## src/rtl/sar_seq_pkg.sv

```systemverilog
package sar_seq_pkg;

    localparam int ACQ_MAX = 20;
    localparam int CNT_W   = $clog2(ACQ_MAX + 1);

    typedef enum logic [1:0] {
        ST_IDLE  = 2'd0,
        ST_ACQ   = 2'd1,
        ST_CONV  = 2'd2,
        ST_RECOV = 2'd3
    } seq_state_e;

    // Acquisition length in ticks: steps of 2 up to code 4, then steps of 4.
    function automatic logic [CNT_W-1:0] acq_ticks(input logic [2:0] code);
        int c;
        c = int'(code);
        if (c <= 4) return CNT_W'(2 * c);
        return CNT_W'(4 * (c - 2));
    endfunction

endpackage

```

## src/rtl/sar_bit_engine.sv

```systemverilog
module sar_bit_engine #(
    parameter int W = 10
) (
    input  logic         clk,
    input  logic         rst_n,
    input  logic         load,
    input  logic         step,
    input  logic         cmp_in,
    output logic [W-1:0] trial,
    output logic [W-1:0] final_word,
    output logic         last
);

    typedef struct packed {
        logic [W-1:0] kept;
        logic [W-1:0] mask;
    } eng_t;

    eng_t eng_d, eng_q;

    always_comb begin
        eng_d = eng_q;
        if (load) begin
            eng_d.kept = '0;
            eng_d.mask = {1'b1, {(W-1){1'b0}}};
        end else if (step) begin
            if (cmp_in) eng_d.kept = eng_q.kept | eng_q.mask;
            eng_d.mask = eng_q.mask >> 1;
        end
    end

    always_ff @(posedge clk or negedge rst_n) begin
        if (!rst_n) eng_q <= '0;
        else        eng_q <= eng_d;
    end

    assign trial      = eng_q.kept | eng_q.mask;
    assign last       = eng_q.mask[0];
    assign final_word = cmp_in ? (eng_q.kept | eng_q.mask) : eng_q.kept;


    mask_onehot_chk: assert property (@(posedge clk) disable iff (!rst_n)
        $onehot0(eng_q.mask));


    step_has_bit_chk: assert property (@(posedge clk) disable iff (!rst_n)
        (step && !load) |-> (eng_q.mask != '0));

endmodule

```

## src/rtl/sar_result_regs.sv

```systemverilog
module sar_result_regs #(
    parameter int RES_W = 10,
    parameter int REG_W = 8
) (
    input  logic             clk,
    input  logic             rst_n,
    input  logic             busy,
    input  logic             load,
    input  logic [RES_W-1:0] value,
    input  logic             wr_hi,
    input  logic             wr_lo,
    input  logic [REG_W-1:0] wr_data,
    output logic [REG_W-1:0] res_hi,
    output logic [REG_W-1:0] res_lo
);

    typedef struct packed {
        logic [REG_W-1:0] hi;
        logic [REG_W-1:0] lo;
    } res_t;

    res_t res_d, res_q;

    always_comb begin
        res_d = res_q;
        if (load) begin
            res_d.hi = REG_W'(value >> REG_W);
            res_d.lo = value[REG_W-1:0];
        end else if (!busy) begin
            if (wr_hi) res_d.hi = wr_data;
            if (wr_lo) res_d.lo = wr_data;
        end
    end

    always_ff @(posedge clk or negedge rst_n) begin
        if (!rst_n) res_q <= '0;
        else        res_q <= res_d;
    end

    assign res_hi = res_q.hi;
    assign res_lo = res_q.lo;


    hold_while_busy_chk: assert property (@(posedge clk) disable iff (!rst_n)
        (busy && !load) |=> $stable(res_q));

endmodule

```

## src/rtl/sar_seq_ctrl.sv

```systemverilog
module sar_seq_ctrl
    import sar_seq_pkg::*;
#(
    parameter int RES_W    = 10,
    parameter int REG_W    = 8,
    parameter int GAP_TADS = 2
) (
    input  logic             clk,
    input  logic             rst_n,
    input  logic             tad_tick,
    input  logic             enable,
    input  logic             start_set,
    input  logic             start_clr,
    input  logic [2:0]       acq_sel,
    input  logic             cmp_in,
    output logic [RES_W-1:0] dac_code,
    output logic             sample_closed,
    output logic             busy,
    output logic             done_flag,
    input  logic             flag_clr,
    input  logic             wr_hi,
    input  logic             wr_lo,
    input  logic [REG_W-1:0] wr_data,
    output logic [REG_W-1:0] res_hi,
    output logic [REG_W-1:0] res_lo
);

    localparam logic [CNT_W-1:0] GAP_CNT = CNT_W'(GAP_TADS);

    typedef struct packed {
        seq_state_e       state;
        logic [CNT_W-1:0] cnt;
        logic             busy;
        logic             pend;
        logic             irq;
    } ctl_t;

    ctl_t cur_q, nx_d;

    logic             eng_load, eng_step, res_load, go, start_ok, conv_last;
    logic [CNT_W-1:0] acq_len;
    logic [RES_W-1:0] final_word;

    assign start_ok = start_set && enable && !start_clr;
    assign acq_len  = acq_ticks(acq_sel);

    always_comb begin
        nx_d     = cur_q;
        eng_load = 1'b0;
        eng_step = 1'b0;
        res_load = 1'b0;
        go       = 1'b0;
        if (flag_clr) nx_d.irq = 1'b0;
        unique case (cur_q.state)
            ST_IDLE: begin
                if (start_ok) begin
                    nx_d.busy = 1'b1;
                    go        = 1'b1;
                end
            end
            ST_ACQ: begin
                if (start_clr) begin
                    nx_d.busy  = 1'b0;
                    nx_d.state = ST_RECOV;
                    nx_d.cnt   = GAP_CNT;
                end else if (tad_tick) begin
                    if (cur_q.cnt == CNT_W'(1)) begin
                        nx_d.state = ST_CONV;
                        eng_load   = 1'b1;
                    end else begin
                        nx_d.cnt = cur_q.cnt - CNT_W'(1);
                    end
                end
            end
            ST_CONV: begin
                if (start_clr) begin
                    nx_d.busy  = 1'b0;
                    nx_d.state = ST_RECOV;
                    nx_d.cnt   = GAP_CNT;
                end else if (tad_tick) begin
                    eng_step = 1'b1;
                    if (conv_last) begin
                        res_load   = 1'b1;
                        nx_d.busy  = 1'b0;
                        nx_d.irq   = 1'b1;
                        nx_d.state = ST_RECOV;
                        nx_d.cnt   = GAP_CNT;
                    end
                end
            end
            ST_RECOV: begin
                if (start_clr) begin
                    nx_d.pend = 1'b0;
                    nx_d.busy = 1'b0;
                end else if (start_ok) begin
                    nx_d.pend = 1'b1;
                    nx_d.busy = 1'b1;
                end
                if (tad_tick) begin
                    if (cur_q.cnt == CNT_W'(1)) begin
                        if (nx_d.pend) begin
                            nx_d.pend = 1'b0;
                            go        = 1'b1;
                        end else begin
                            nx_d.state = ST_IDLE;
                        end
                    end else begin
                        nx_d.cnt = cur_q.cnt - CNT_W'(1);
                    end
                end
            end
            default: nx_d.state = ST_IDLE;
        endcase
        if (go) begin
            if (acq_len == '0) begin
                nx_d.state = ST_CONV;
                eng_load   = 1'b1;
            end else begin
                nx_d.state = ST_ACQ;
                nx_d.cnt   = acq_len;
            end
        end
    end

    always_ff @(posedge clk or negedge rst_n) begin
        if (!rst_n) cur_q <= '0;
        else        cur_q <= nx_d;
    end

    sar_bit_engine #(.W(RES_W)) u_engine (
        .clk        (clk),
        .rst_n      (rst_n),
        .load       (eng_load),
        .step       (eng_step),
        .cmp_in     (cmp_in),
        .trial      (dac_code),
        .final_word (final_word),
        .last       (conv_last)
    );

    sar_result_regs #(.RES_W(RES_W), .REG_W(REG_W)) u_results (
        .clk     (clk),
        .rst_n   (rst_n),
        .busy    (cur_q.busy),
        .load    (res_load),
        .value   (final_word),
        .wr_hi   (wr_hi),
        .wr_lo   (wr_lo),
        .wr_data (wr_data),
        .res_hi  (res_hi),
        .res_lo  (res_lo)
    );

    assign sample_closed = (cur_q.state != ST_CONV);
    assign busy          = cur_q.busy;
    assign done_flag     = cur_q.irq;


    finish_edge_chk: assert property (@(posedge clk) disable iff (!rst_n)
        (cur_q.state == ST_CONV && tad_tick && conv_last && !start_clr)
        |=> (!cur_q.busy && cur_q.irq && cur_q.state == ST_RECOV));


    abort_edge_chk: assert property (@(posedge clk) disable iff (!rst_n)
        ((cur_q.state == ST_ACQ || cur_q.state == ST_CONV) && start_clr)
        |=> (!cur_q.busy && cur_q.state == ST_RECOV));


    gap_hold_chk: assert property (@(posedge clk) disable iff (!rst_n)
        (cur_q.state == ST_RECOV && !tad_tick) |=> (cur_q.state == ST_RECOV));


    disabled_idle_chk: assert property (@(posedge clk) disable iff (!rst_n)
        (cur_q.state == ST_IDLE && !enable) |=> (cur_q.state == ST_IDLE));


    acq_range_chk: assert property (@(posedge clk) disable iff (!rst_n)
        (cur_q.state == ST_ACQ) |-> (cur_q.cnt != '0 && int'(cur_q.cnt) <= ACQ_MAX));

endmodule

```

## config.mk

```make
export PLATFORM = sky130hd
export DESIGN_NAME = sar_seq_ctrl
export DESIGN_NICKNAME = d
export VERILOG_FILES = /design/src/rtl/sar_seq_pkg.sv /design/src/rtl/sar_bit_engine.sv /design/src/rtl/sar_result_regs.sv /design/src/rtl/sar_seq_ctrl.sv
export SDC_FILE = /design/constraint.sdc
export NUM_CORES = 1
export LEC_CHECK = 0
export BUFFER_PORTS_ARGS = -buffer_cell sky130_fd_sc_hd__buf_2
export CORE_ASPECT_RATIO = 0.8
export CORE_MARGIN = 2
export CORE_UTILIZATION = 30
export CTS_BUF_LIST = sky130_fd_sc_hd__clkbuf_8
export CTS_CLUSTER_DIAMETER = 120
export DETAILED_ROUTE_END_ITERATION = 7
export GPL_TIMING_DRIVEN = 1
export SETUP_SLACK_MARGIN = 0.2
export SYNTH_ARGS = -nofsm -noshare
export SYNTH_HDL_FRONTEND = slang
export SYNTH_SLANG_ARGS = --single-unit
```

## constraint.sdc

```tcl
create_clock -name clk -period 4 [get_ports clk]
set_input_delay 0.4 -clock clk [delete_from_list [all_inputs] [get_ports clk]]
set_output_delay 0.4 -clock clk [all_outputs]
set_load 0.1 [all_outputs]
```

# Word level (Yosys, flattened, before mapping)
# Index checks and enable logic that the tools add are counted.
# word_totals
in_bits,21
regBits,46
output_inout_bits,29
mem_count,0
latch_bits,0
ramBits,0
rom_bits,0
wordCells,99
# classes
n_eq_ne,18
n_bitwise,1
n_div,0
n_reduce_logical,13
shift,0
addsub,2
muxes,55
multipliers,0
magnitude_cmp,1
# ops
op,n
20-bit two-way mux,2
8-bit two-way mux,5
16-bit two-way mux,2
7-bit two-way mux,4
1-bit two-way mux,27
7-bit case mux with 3 select lines,1
5-bit two-way mux,4
"3-bit != test, second input constant",5
2-bit two-way mux,7
"4-bit != test, second input constant",3
10-bit two-way mux,1
10-bit OR,1
8-bit AND reduction,1
"2-bit != test, second input constant",3
2-bit nonzero test,3
"5-bit by 1-bit equality test with 1-bit output, second input constant",1
5-bit logical NOT,1
5-bit AND reduction,1
"5-bit by 1-bit subtractor with 5-bit output, second input constant",1
"2-bit equality test, second input constant",2
"4-bit by 3-bit != test with 1-bit output, second input constant",1
1-bit case mux with 4 select lines,1
2-bit AND reduction,2
4-bit nonzero test,1
other kinds (9),10

# Depth between registers and ports, before layout
# Gate-level depths: netlist (run 1).
# depth
ltp_word,11
depth_mapped,9
mapped_depth_nobuf,7

# Cells and area by module
# From an unflattened synthesis (run 1), not the netlist that was laid out.
# hier_totals
hier_cells,268
area_unflattened_um2,2555.0
# modules_own_cells
module,seq_area_each_um2,n_inst,cells_each,area_per_inst_um2
sar_bit_engine,500.5,1,86,908.4
sar_seq_ctrl,250.2,1,110,907.1
sar_result_regs,400.4,1,72,739.5

# Least setup slack after synthesis (run 1)
# Ideal clock, no wire load.
# synth_path
path_kind,register to register
startpoint,"register cur_q, in the netlist busy"
endpoint,"register u_results.res_q, in the netlist u_results.res_hi[0]"
period_less_slack_ps,1910
n_path_buf,1
t_required_ps,3873
slack_ps,2090
setup_time_ps,127
path_stages_with_launch,5
t_arrival_ps,1782
cell_sequence,dfrtp_1 > nand2b_1 > buf_1 > mux2i_1 > a21oi_1
# synth_between
elab_chain_cells,2
# synth_lines
item,line_no,rtl
from (decl),sar_seq_ctrl.sv:38,"ctl_t cur_q, nx_d;"
from (signal assigned),sar_seq_ctrl.sv:127,else cur_q <= nx_d;
2-bit by 1-bit != test with 1-bit output (no source line),-,
2-bit AND reduction (no source line),-,
to (signal assigned),sar_result_regs.sv:37,else res_q <= res_d;
to (decl),sar_result_regs.sv:22,"res_t res_d, res_q;"
# No other way between the ends.
# A chain may end at the register's enable or synchronous reset.

# Worst setup path after layout (run 1)
# layout_path
startpoint,register cur_q[8] (netlist bit)
endpoint,"register u_results.res_q, in the netlist u_results.res_lo[7]"
# layout_between
elab_chain_cells,4
word_cells_on_any_way,6
cone_classes,2 x eq/ne; 2 x mux; 2 x reduce/logical
# layout_lines
item,line_no,rtl
2-bit equality test *,sar_seq_ctrl.sv:54,unique case (cur_q.state)
1-bit two-way mux *,sar_seq_ctrl.sv:54,
2-bit by 1-bit != test with 1-bit output (no source line) or 2-bit nonzero test (tied branches),-,
2-bit AND reduction (no source line),-,
# Every way passes the cells marked *; elsewhere a longest branch is shown, timed or not.

==> impl_metrics.csv, run 1 <==
group,metric,value,unit
finish,drive_gt1_share,23.1,%
setup_path,cp.arrival,2.69,ns
die,core,7950,um^2
die,start_util,31.1,%
grt,overflow,0,
synth,synthCells,266,
synth,synthDominantCellAreaShare,46.7,%
setup_path,start_kind,"register",
power_and_ir_drop,powerDensity,798,nW/um^2
clock_tree,clock-sinks,46,
synth,yosys.area_share.adder,3.55,%
grt,grt_usage,13.2,%
clock_tree,cts_tree,"done",
synth,syn_nets,294,
synth,synth-compound-area-share,17.8,%
synth,netlist-cell-type-count,42,
status,status,"finished, final reports clean",
clock_tree,cts_root_buffer,"clkbuf_8",
synth,synthMuxAreaShare,8.11,%
placement,gp_congestion,0.874,
die,die_w,105,um
sta,maxSlewViolCount,0,
finish,antenna-diode-count,0,
placement,hpwlAfterDp,4.18,mm
die,die_h,85.1,um
clock_tree,post_cts_buffers,0,
synth,syn_area,2470,um^2
finish,final_common_cell,"buf_2",
drt,drtIter0Drc,114,
grt,grt_pass1_vias,1887,
synth,synth-seq-area-share,46.7,%
synth,syn_area_per_cell,9.28,um^2
setup_path,path_buf_inv,1,
hold_path,hp-class,"primary input to async pin",
clock_tree,clkTransAtPathRegs,0.09,ns
setup_path,cpPeakStageDelay,0.52,ns
setup_path,critPathSlowestCell,"nand2_1",
sta,hold_viol_final,0,
sta,fin_skew,0.0133,ns
setup_path,crit_family,"simple AND/OR/NAND/NOR gates",
die,dieArea,8970,um^2
die,row_count,29,
die,num_io_pins,50,
sta,setup_violations,0,
sta,fmax,395,MHz
synth,yosys.area_share.simple,19.0,%
sta,slew_headroom,31.0,%
power_and_ir_drop,p_clk_share,12.9,%
clock_tree,cts_buffers,5,
drt,dr.pass1.iters,4,
sta,rsz0062_at_grt,"false",
drt,wl_per_cell,13.9,um
sta,hold_ws,0.259,ns
power_and_ir_drop,power.leakage,1.44,nW
setup_path,cp.required,4.15,ns
power_and_ir_drop,power_switching,0.00129,W
synth,synth_top_family_by_area,"simple AND/OR/NAND/NOR gates",
clock_tree,htreeDepth,2,
run,maxCapViolations,0,
sta,finalCritPeriodShare,63.3,%
drt,drt-total-wl,5.76,mm
synth,synth_edf_count,0,
clock_tree,clockBufferDepth,2,
synth,synth_largest_area_cell,"dfrtp_1",
clock_tree,cts_resized,0,
drt,remaining_drc_errors,0,
sta,final.setup.tns,0,ns
grt,grt_max_degree,47,
setup_path,critPathKind,"register to register",
power_and_ir_drop,p_seq_share,29.9,%
setup_path,worstPathCellList,"inv_1 > ha_1 > and3_1 > nand2_1 > a211oi_1 > a21oi_1",
drt,ant_nets,0,
grt,antenna_found_initial,0,
setup_path,endpoint_kind,"register",
finish,area_growth,15.6,%
clock_tree,holdBufCountCts,0,
drt,num_vias,2061,
synth,synth-async-reset-ratio,100,%
power_and_ir_drop,power_frac_comb,57.2,%
setup_path,crit_fanout,21,
finish,layout_common_cells,"buf_2 (49), dfrtp_1 (46), nor2_1 (30), a21oi_1 (30), nand2_1 (27)",
synth,synthTopCellsByArea,"dfrtp_1 (47%), mux2i_1 (8.1%), a21oi_1 (6.1%)",
grt,grt_pass1_wl,9.56,mm
synth,synth-xor-area-share,0,%
synth,synth_ff_type,"dfrtp_1",
synth,yosys_warnings,0,
sta,layout_min_cycle_time,2.53,ns
sta,tightest_slew,1.03,ns
power_and_ir_drop,p_sw_share,56.5,%
synth,synth_seq_cells,46,
finish,fin_nets,334,
power_and_ir_drop,internal_power,0.000990,W
clock_tree,clk_latency,0.31,ns
placement,numPortBuffers,49,
power_and_ir_drop,ir_worst_vdd,0.459,mV
drt,via_per_inst,4.97,
[worst register-to-register path, delay by kind of cell, from the launching register on]
family / cells / cell delay (ns)
and+or+nand+nor: 2 / 1.02
AOI/OAI and AO/OA: 2 / 0.49
DFF: 1 / 0.41
adders and majority gates: 1 / 0.33
buffers and inverters: 1 / 0.14
[through the flow]
step | instances | power [W] | util [%] | setup slack, ns | instance area, um^2
2_1_floorplan | 266 | 0.00177 | - | 2.09 | 2470
3_3_place_gp | 407 | 0.00199 | 34.7 | 1.67 | 2760
3_5_place_dp | 407 | 0.00199 | 34.7 | 1.46 | 2760
4_1_cts | 415 | 0.00229 | 35.9 | 1.45 | 2850
5_1_grt | 415 | 0.00240 | 35.9 | 1.14 | 2850
6_report | 415 | 0.00228 | 35.9 | 1.47 | 2850
[routing by layer]
metal / global-route usage, % / part of all wire [%] / routed length [um] / vias up
li1: - / - / - / 1014
met1: 20.5 / 53 / 3050 / 992
met2: 18.5 / 42 / 2410 / 50
met3: 2.38 / 4.2 / 240 / 5
met4: 3.64 / 0.89 / 51 / 0
met5: 0 / 0 / 0 / -
[synth_stat cells, types with 2 or more instances]
master and count:
a31oi_1 5, o21ai_0 7, o211ai_1 2, nor4_1 2, nor2_1 30, ha_1 7
buf_1 2, nor3_1 4, a21oi_1 30, buf_4 2, a21o_1 2, a211oi_1 10
mux2i_1 20, or2_2 10, nand2b_1 2, nand2_1 27, buf_6 2, dfrtp_1 46
clkbuf_1 6, o22ai_1 5, nand3_1 7, nand3b_1 3, nor2b_1 2, buf_2 4
and2_0 2, o21ai_1 2, and3_1 3, inv_1 8
[area by class of cell]
| type | count | area [um^2] |
|---|---|---|
| clock buffers | 5 | 68.8 |
| clock inverters | 3 | 23.8 |
| fillers | 802 | 5090 |
| inverters | 9 | 33.8 |
| multi-input cells | 195 | 1190 |
| flip-flops and latches | 46 | 1150 |
| well taps | 108 | 135 |
| repair buffers | 49 | 245 |
[worst paths after layout]
| path | startpoint | end | slack [ns] | depth (start not counted) |
|---|---|---|---|---|
| max in group asynchronous | rst_n | busy$_DFFE_PN0P_ | 3.08 | 1 |
| worst min register to register | u_engine.eng_q[18]$_DFFE_PN0P_ | u_engine.eng_q[18]$_DFFE_PN0P_ | 0.52 | 2 |
| worst max-delay path | cur_q[8]$_DFFE_PN0P_ | u_results.res_lo[7]$_DFFE_PN0P_ | 1.47 | 6 |
| worst min-delay path | rst_n | cur_q[8]$_DFFE_PN0P_ | 0.26 | 1 |
| worst max register to register | cur_q[8]$_DFFE_PN0P_ | u_results.res_lo[7]$_DFFE_PN0P_ | 1.47 | 6 |
| min in group clk | flag_clr | done_flag$_DFF_PN0_ | 0.28 | 2 |
[kinds of logic after synthesis]
| family | count (synthesis) |
|---|---|
| buffers and inverters | 25 |
| flip-flops | 46 |
| adder cells (fa/ha/maj) | 7 |
| AO/OA/AOI/OAI | 71 |
| multiplexers | 20 |
| AND/OR/NAND/NOR | 97 |
[flip-flops by register name (all words and copies together), names as in the netlist]
signal            cells
u_results.res_hi      8
busy                  1
cur_q                 8
u_engine.last         1
done_flag             1
u_results.res_lo      8
u_engine.eng_q       19
[power groups by stage]
stage	Clock (W)	Sequential, W	Combinational, W
global route	0.000327	0.000697	0.00137
CTS	0.000306	0.000680	0.00130
detailed placement	0	0.000689	0.00130
floorplan	0	0.00131	0.000457
global placement	0	0.000685	0.00130
finish	0.000294	0.000681	0.00130
Power figures use the tool's default switching activity.
==> inputs of run 2 (changes only) <==
Clock period 4 ns to 2.6 ns, I/O delays scaled along.
==> run 2 against run 1 <==
Clock power up 55%; register-to-register slack worse by 1.0 ns; total power increased by 54%; global-route usage grew 0.085 points; critical endpoint is now u_engine.eng_q[16]$_DFFE_PN0P_.
==> impl_metrics.csv, run 2 (same netlist as run 1, synthesis figures left out) <==
group,metric,value,unit
finish,seqCellArea,1150,um^2
sta,final.setup.tns,0,ns
grt,grt_usage,13.3,%
drt,drtIter0Drc,104,
hold_path,hp-class,"primary input to async pin",
drt,wl_per_cell,13.7,um
drt,num_vias,2071,
grt,overflow,0,
sta,setup_violations,0,
clock_tree,holdBufCountCts,0,
placement,gp_congestion,0.862,
power_and_ir_drop,ir_worst_vdd,0.804,mV
finish,fillers,803,
setup_path,path_depth,5,
drt,dr.pass1.iters,4,
sta,maxSlewViolCount,0,
setup_path,start_kind,"register",
sta,hold_viol_final,0,
finish,drive_gt1_share,23.6,%
grt,grt_pass1_vias,1949,
sta,hold_ws,0.111,ns
setup_path,path_buf_inv,0,
clock_tree,clock-sinks,46,
die,start_util,31.1,%
sta,tightest_slew,1.02,ns
finish,layout_common_cells,"buf_2 (49), dfrtp_1 (46), nor2_1 (30), a21oi_1 (30), nand2_1 (27)",
setup_path,rr_worst_depth,5,
clock_tree,htreeDepth,2,
finish,antenna-diode-count,0,
sta,layout_min_cycle_time,2.13,ns
placement,hpwlAfterDp,4.19,mm
drt,remaining_drc_errors,0,
clock_tree,clockBufferDepth,2,
setup_path,cp.arrival,2.31,ns
finish,largest-register,"u_engine.eng_q",
power_and_ir_drop,power.leakage,1.45,nW
finish,fin_nets,336,
die,row_count,29,
finish,final_common_cell,"buf_2",
setup_path,crit_fanout,20,
placement,numPortBuffers,49,
clock_tree,clkTransAtPathRegs,0.09,ns
die,num_io_pins,50,
drt,via_per_inst,4.97,
sta,slew_headroom,32.0,%
setup_path,crit_family,"compound AO/OA/AOI/OAI gates",
setup_path,critPathSlowestCell,"o21ai_4",
die,die_h,85.1,um
die,dieArea,8970,um^2
clock_tree,clk_latency,0.30,ns
sta,finalCritPeriodShare,82.1,%
finish,multiInputGateArea,1190,um^2
sta,fin_skew,0.00975,ns
grt,grt_pass1_wl,9.63,mm
grt,antenna_found_initial,0,
setup_path,worstPathCellList,"ha_1 > nand3_1 > o31a_1 > o21ai_4 > nor2_1",
clock_tree,post_cts_buffers,0,
status,status,"finished, final reports clean",
setup_path,cpPeakStageDelay,0.50,ns
setup_path,endpoint_kind,"register",
setup_path,cp.required,2.77,ns
power_and_ir_drop,powerDensity,1220,nW/um^2
die,die_w,105,um
drt,ant_nets,0,
clock_tree,cts_resized,0,
finish,area_growth,16.2,%
clock_tree,cts_root_buffer,"clkbuf_8",
sta,fmax,469,MHz
grt,grt_max_degree,47,
clock_tree,cts_tree,"done",
drt,drt-total-wl,5.72,mm
run,maxCapViolations,0,
clock_tree,cts_buffers,5,
die,core,7950,um^2
sta,rsz0062_at_grt,"false",
finish,largest_register_ff_count,19,
setup_path,critPathKind,"register to register",
## run 2: stage by stage
| step | instances | worst slack (ns) | area, um^2 | total power [W] | util, % |
|---|---|---|---|---|---|
| after floorplan | 266 | 0.690 | 2470 | 0.00273 | - |
| after global placement | 409 | 0.581 | 2780 | 0.00305 | 34.9 |
| after detailed placement | 409 | 0.471 | 2780 | 0.00307 | 34.9 |
| after CTS | 417 | 0.459 | 2870 | 0.00353 | 36.1 |
| after global routing | 417 | 0.282 | 2870 | 0.00368 | 36.1 |
| final | 417 | 0.466 | 2870 | 0.00350 | 36.1 |
## run 2: power by group
part           switching, W  internal [W]  leakage [nW]
clock network      0.000262      0.000193        0.0408
registers          0.000127      0.000911         0.596
logic               0.00159      0.000420         0.809
total               0.00197       0.00152          1.45
## run 2: final timing paths
| check | start | slack, ns | end |
|---|---|---|---|
| worst min register to register | u_engine.eng_q[12]$_DFFE_PN0P_ | 0.52 | u_engine.eng_q[12]$_DFFE_PN0P_ |
| max in group asynchronous | rst_n | 1.85 | u_engine.eng_q[5]$_DFFE_PN0P_ |
| min in group clk | flag_clr | 0.13 | done_flag$_DFF_PN0_ |
| worst min-delay path | rst_n | 0.11 | cur_q[1]$_DFFE_PN0P_ |
| worst max register to register | cur_q[8]$_DFFE_PN0P_ | 0.47 | u_engine.eng_q[16]$_DFFE_PN0P_ |
| worst max-delay path | cur_q[8]$_DFFE_PN0P_ | 0.47 | u_engine.eng_q[16]$_DFFE_PN0P_ |
## run 2: metal layers
metal | track usage [%] | share of wire [%] | vias to the layer above
met5 | 0 | 0 | -
met4 | 3.76 | 1.4 | 0
met1 | 19.3 | 50 | 986
met2 | 19.9 | 43 | 58
met3 | 2.69 | 5.1 | 7
li1 | - | - | 1020
## run 2: area by class of cell
cell class | instances | area share (%)
sequential | 46 | 40.1
clock inverter | 3 | 0.829
multi-input combinational | 195 | 41.7
clock buffer | 5 | 2.40
timing repair buffer | 51 | 9.08
inverter | 9 | 1.18
tap | 108 | 4.71
==> inputs of run 3 (changes only) <==
Clock period 2.6 ns to 2 ns, I/O delays scaled along.
==> run 3 against run 2 <==
Clock skew up 0.0094 ns; sequential share of layout area is 4.0 points lower; utilization increased by 4.1 points; cell area increased by 11%; highest routed layer unchanged.
==> impl_metrics.csv, run 3 (same netlist as run 1, synthesis figures left out) <==
group,metric,value,unit
die,die_w,105,um
sta,fin_skew,0.0192,ns
finish,largest-register,"u_engine.eng_q",
finish,antenna-diode-count,0,
clock_tree,clockBufferDepth,2,
setup_path,endpoint_kind,"register",
placement,numPortBuffers,49,
die,dieArea,8970,um^2
setup_path,critPathKind,"register to register",
status,status,"finished, final reports clean",
power_and_ir_drop,power_frac_comb,57.5,%
power_and_ir_drop,p_clk_share,14.7,%
grt,grt_pass1_vias,2046,
clock_tree,clkTransAtPathRegs,0.09,ns
power_and_ir_drop,powerDensity,1540,nW/um^2
finish,fillers,792,
sta,setup_violations,0,
sta,maxSlewViolCount,0,
die,core,7950,um^2
clock_tree,clk_latency,0.31,ns
power_and_ir_drop,power_switching,0.00267,W
sta,fmax,563,MHz
clock_tree,clock-sinks,46,
power_and_ir_drop,p_sw_share,54.2,%
die,num_io_pins,50,
clock_tree,cts_buffers,5,
die,row_count,29,
hold_path,hp-class,"primary input to register",
clock_tree,cts_tree,"done",
finish,largest_register_ff_count,19,
drt,drtIter0Drc,117,
sta,hold_viol_final,0,
power_and_ir_drop,internal_power,0.00225,W
finish,drive_gt1_share,36.4,%
finish,layout_common_cells,"buf_2 (49), dfrtp_1 (43), a21oi_1 (28)",
finish,finalNonFillerCells,438,
setup_path,cp.arrival,2.00,ns
sta,tightest_slew,0.628,ns
grt,grt_pass1_wl,10.1,mm
run,maxCapViolations,0,
clock_tree,cts_root_buffer,"clkbuf_8",
power_and_ir_drop,ir_worst_vdd,1.14,mV
sta,finalCritPeriodShare,88.8,%
power_and_ir_drop,p_seq_share,27.8,%
placement,dp.cells,419,
sta,final.setup.tns,0,ns
grt,grt_usage,14.1,%
grt,grt_max_degree,27,
sta,rsz0062_at_grt,"true",
grt,overflow,0,
drt,num_vias,2186,
clock_tree,htreeDepth,2,
finish,area_growth,29.6,%
sta,layout_min_cycle_time,1.78,ns
setup_path,rr_worst_depth,7,
die,die_h,85.1,um
finish,fin_nets,357,
setup_path,cp.required,2.23,ns
drt,remaining_drc_errors,0,
setup_path,start_kind,"register",
drt,drt-total-wl,6.25,mm
drt,dr.pass1.iters,4,
grt,antenna_found_initial,0,
die,start_util,31.1,%
drt,via_per_inst,4.99,
power_and_ir_drop,power.leakage,1.56,nW
setup_path,crit_fanout,5,
sta,slew_headroom,58.2,%
placement,gp_congestion,0.836,
finish,final_common_cell,"buf_2",
hold_path,holdPathStages,2,
drt,wl_per_cell,14.3,um
drt,ant_nets,0,
placement,hpwlAfterDp,4.46,mm
## run 3: cell types whose count changed in the layout (fill, tap and decap cells not counted), sizes merged
cell	delta
dlygate4sd3	+1
bufinv	+1
clkinvlp	-1
buf	+20
## run 3: worst paths after layout
kind                            slack [ns]                           start                              end
worst max-delay path                  0.22            cur_q[8]$_DFFE_PN0P_               cur_q[5]$_DFF_PN0_
worst min-delay path                  0.08                        flag_clr              done_flag$_DFF_PN0_
worst max register to register        0.22            cur_q[8]$_DFFE_PN0P_               cur_q[5]$_DFF_PN0_
worst min register to register        0.52  u_engine.eng_q[11]$_DFFE_PN0P_   u_engine.eng_q[11]$_DFFE_PN0P_
max in group asynchronous             0.95                           rst_n  u_results.res_lo[6]$_DFFE_PN0P_
min in group asynchronous             0.44                           rst_n               cur_q[4]$_DFF_PN0_
## run 3: power groups by stage
stage | Sequential [W] | Combinational (W) | Clock (W)
CTS | 0.00135 | 0.00267 | 0.000744
finish | 0.00137 | 0.00283 | 0.000724
floorplan | 0.00263 | 0.000915 | 0
global placement | 0.00136 | 0.00262 | 0
global route | 0.00140 | 0.00299 | 0.000790
detailed placement | 0.00137 | 0.00265 | 0
## run 3: area by class of cell
cell class	count	area, um^2	share of cell area, %
Sequential cell	46	1150	36.1
Multi-Input combinational cell	195	1320	41.4
Clock buffer	5	68.8	2.15
Timing Repair Buffer	72	432	13.5
Tap cell	108	135	4.23
Inverter	9	33.8	1.06
Clock inverter	3	48.8	1.53
## run 3: repair_timing
item | in CTS | in global routing
resized for setup | 4 | 31
cloned | 0 | 1
endpoints found under the hold margin | 24 | 0
endpoints found under the setup margin | 35 | 39
pin swaps | 3 | 5
hold buffers | 1 | 0
buffers inserted | 2 | 7
## run 3: layer usage
layer | track usage, % | part of all wire [%] | up-vias
li1 | - | - | 1064
met1 | 20.8 | 49 | 1053
met2 | 20.7 | 45 | 62
met3 | 2.61 | 5.1 | 7
met4 | 4.61 | 1.2 | 0
met5 | 0 | 0 | -
## run 3: critical path: stages (launching register included)
cell,delay (ns)
dfrtp_1,0.41
inv_2,0.13
ha_4,0.22
buf_4,0.13
o31ai_1,0.40
buf_4,0.21
nand2_1,0.05
o211ai_1,0.15
## run 3: metrics by stage
step,instance area (um^2),util (%),worst slack [ns],hold slack (ns),power (W)
floorplan,2470,-,0.274,-0.0956,0.00354
global placement,2850,35.9,0.146,0.249,0.00398
detailed placement,2850,35.9,0.116,0.253,0.00401
CTS,3000,37.8,0.194,0.0673,0.00476
global route,3200,40.2,0.102,0.0858,0.00518
finish,3200,40.2,0.224,0.0785,0.00492
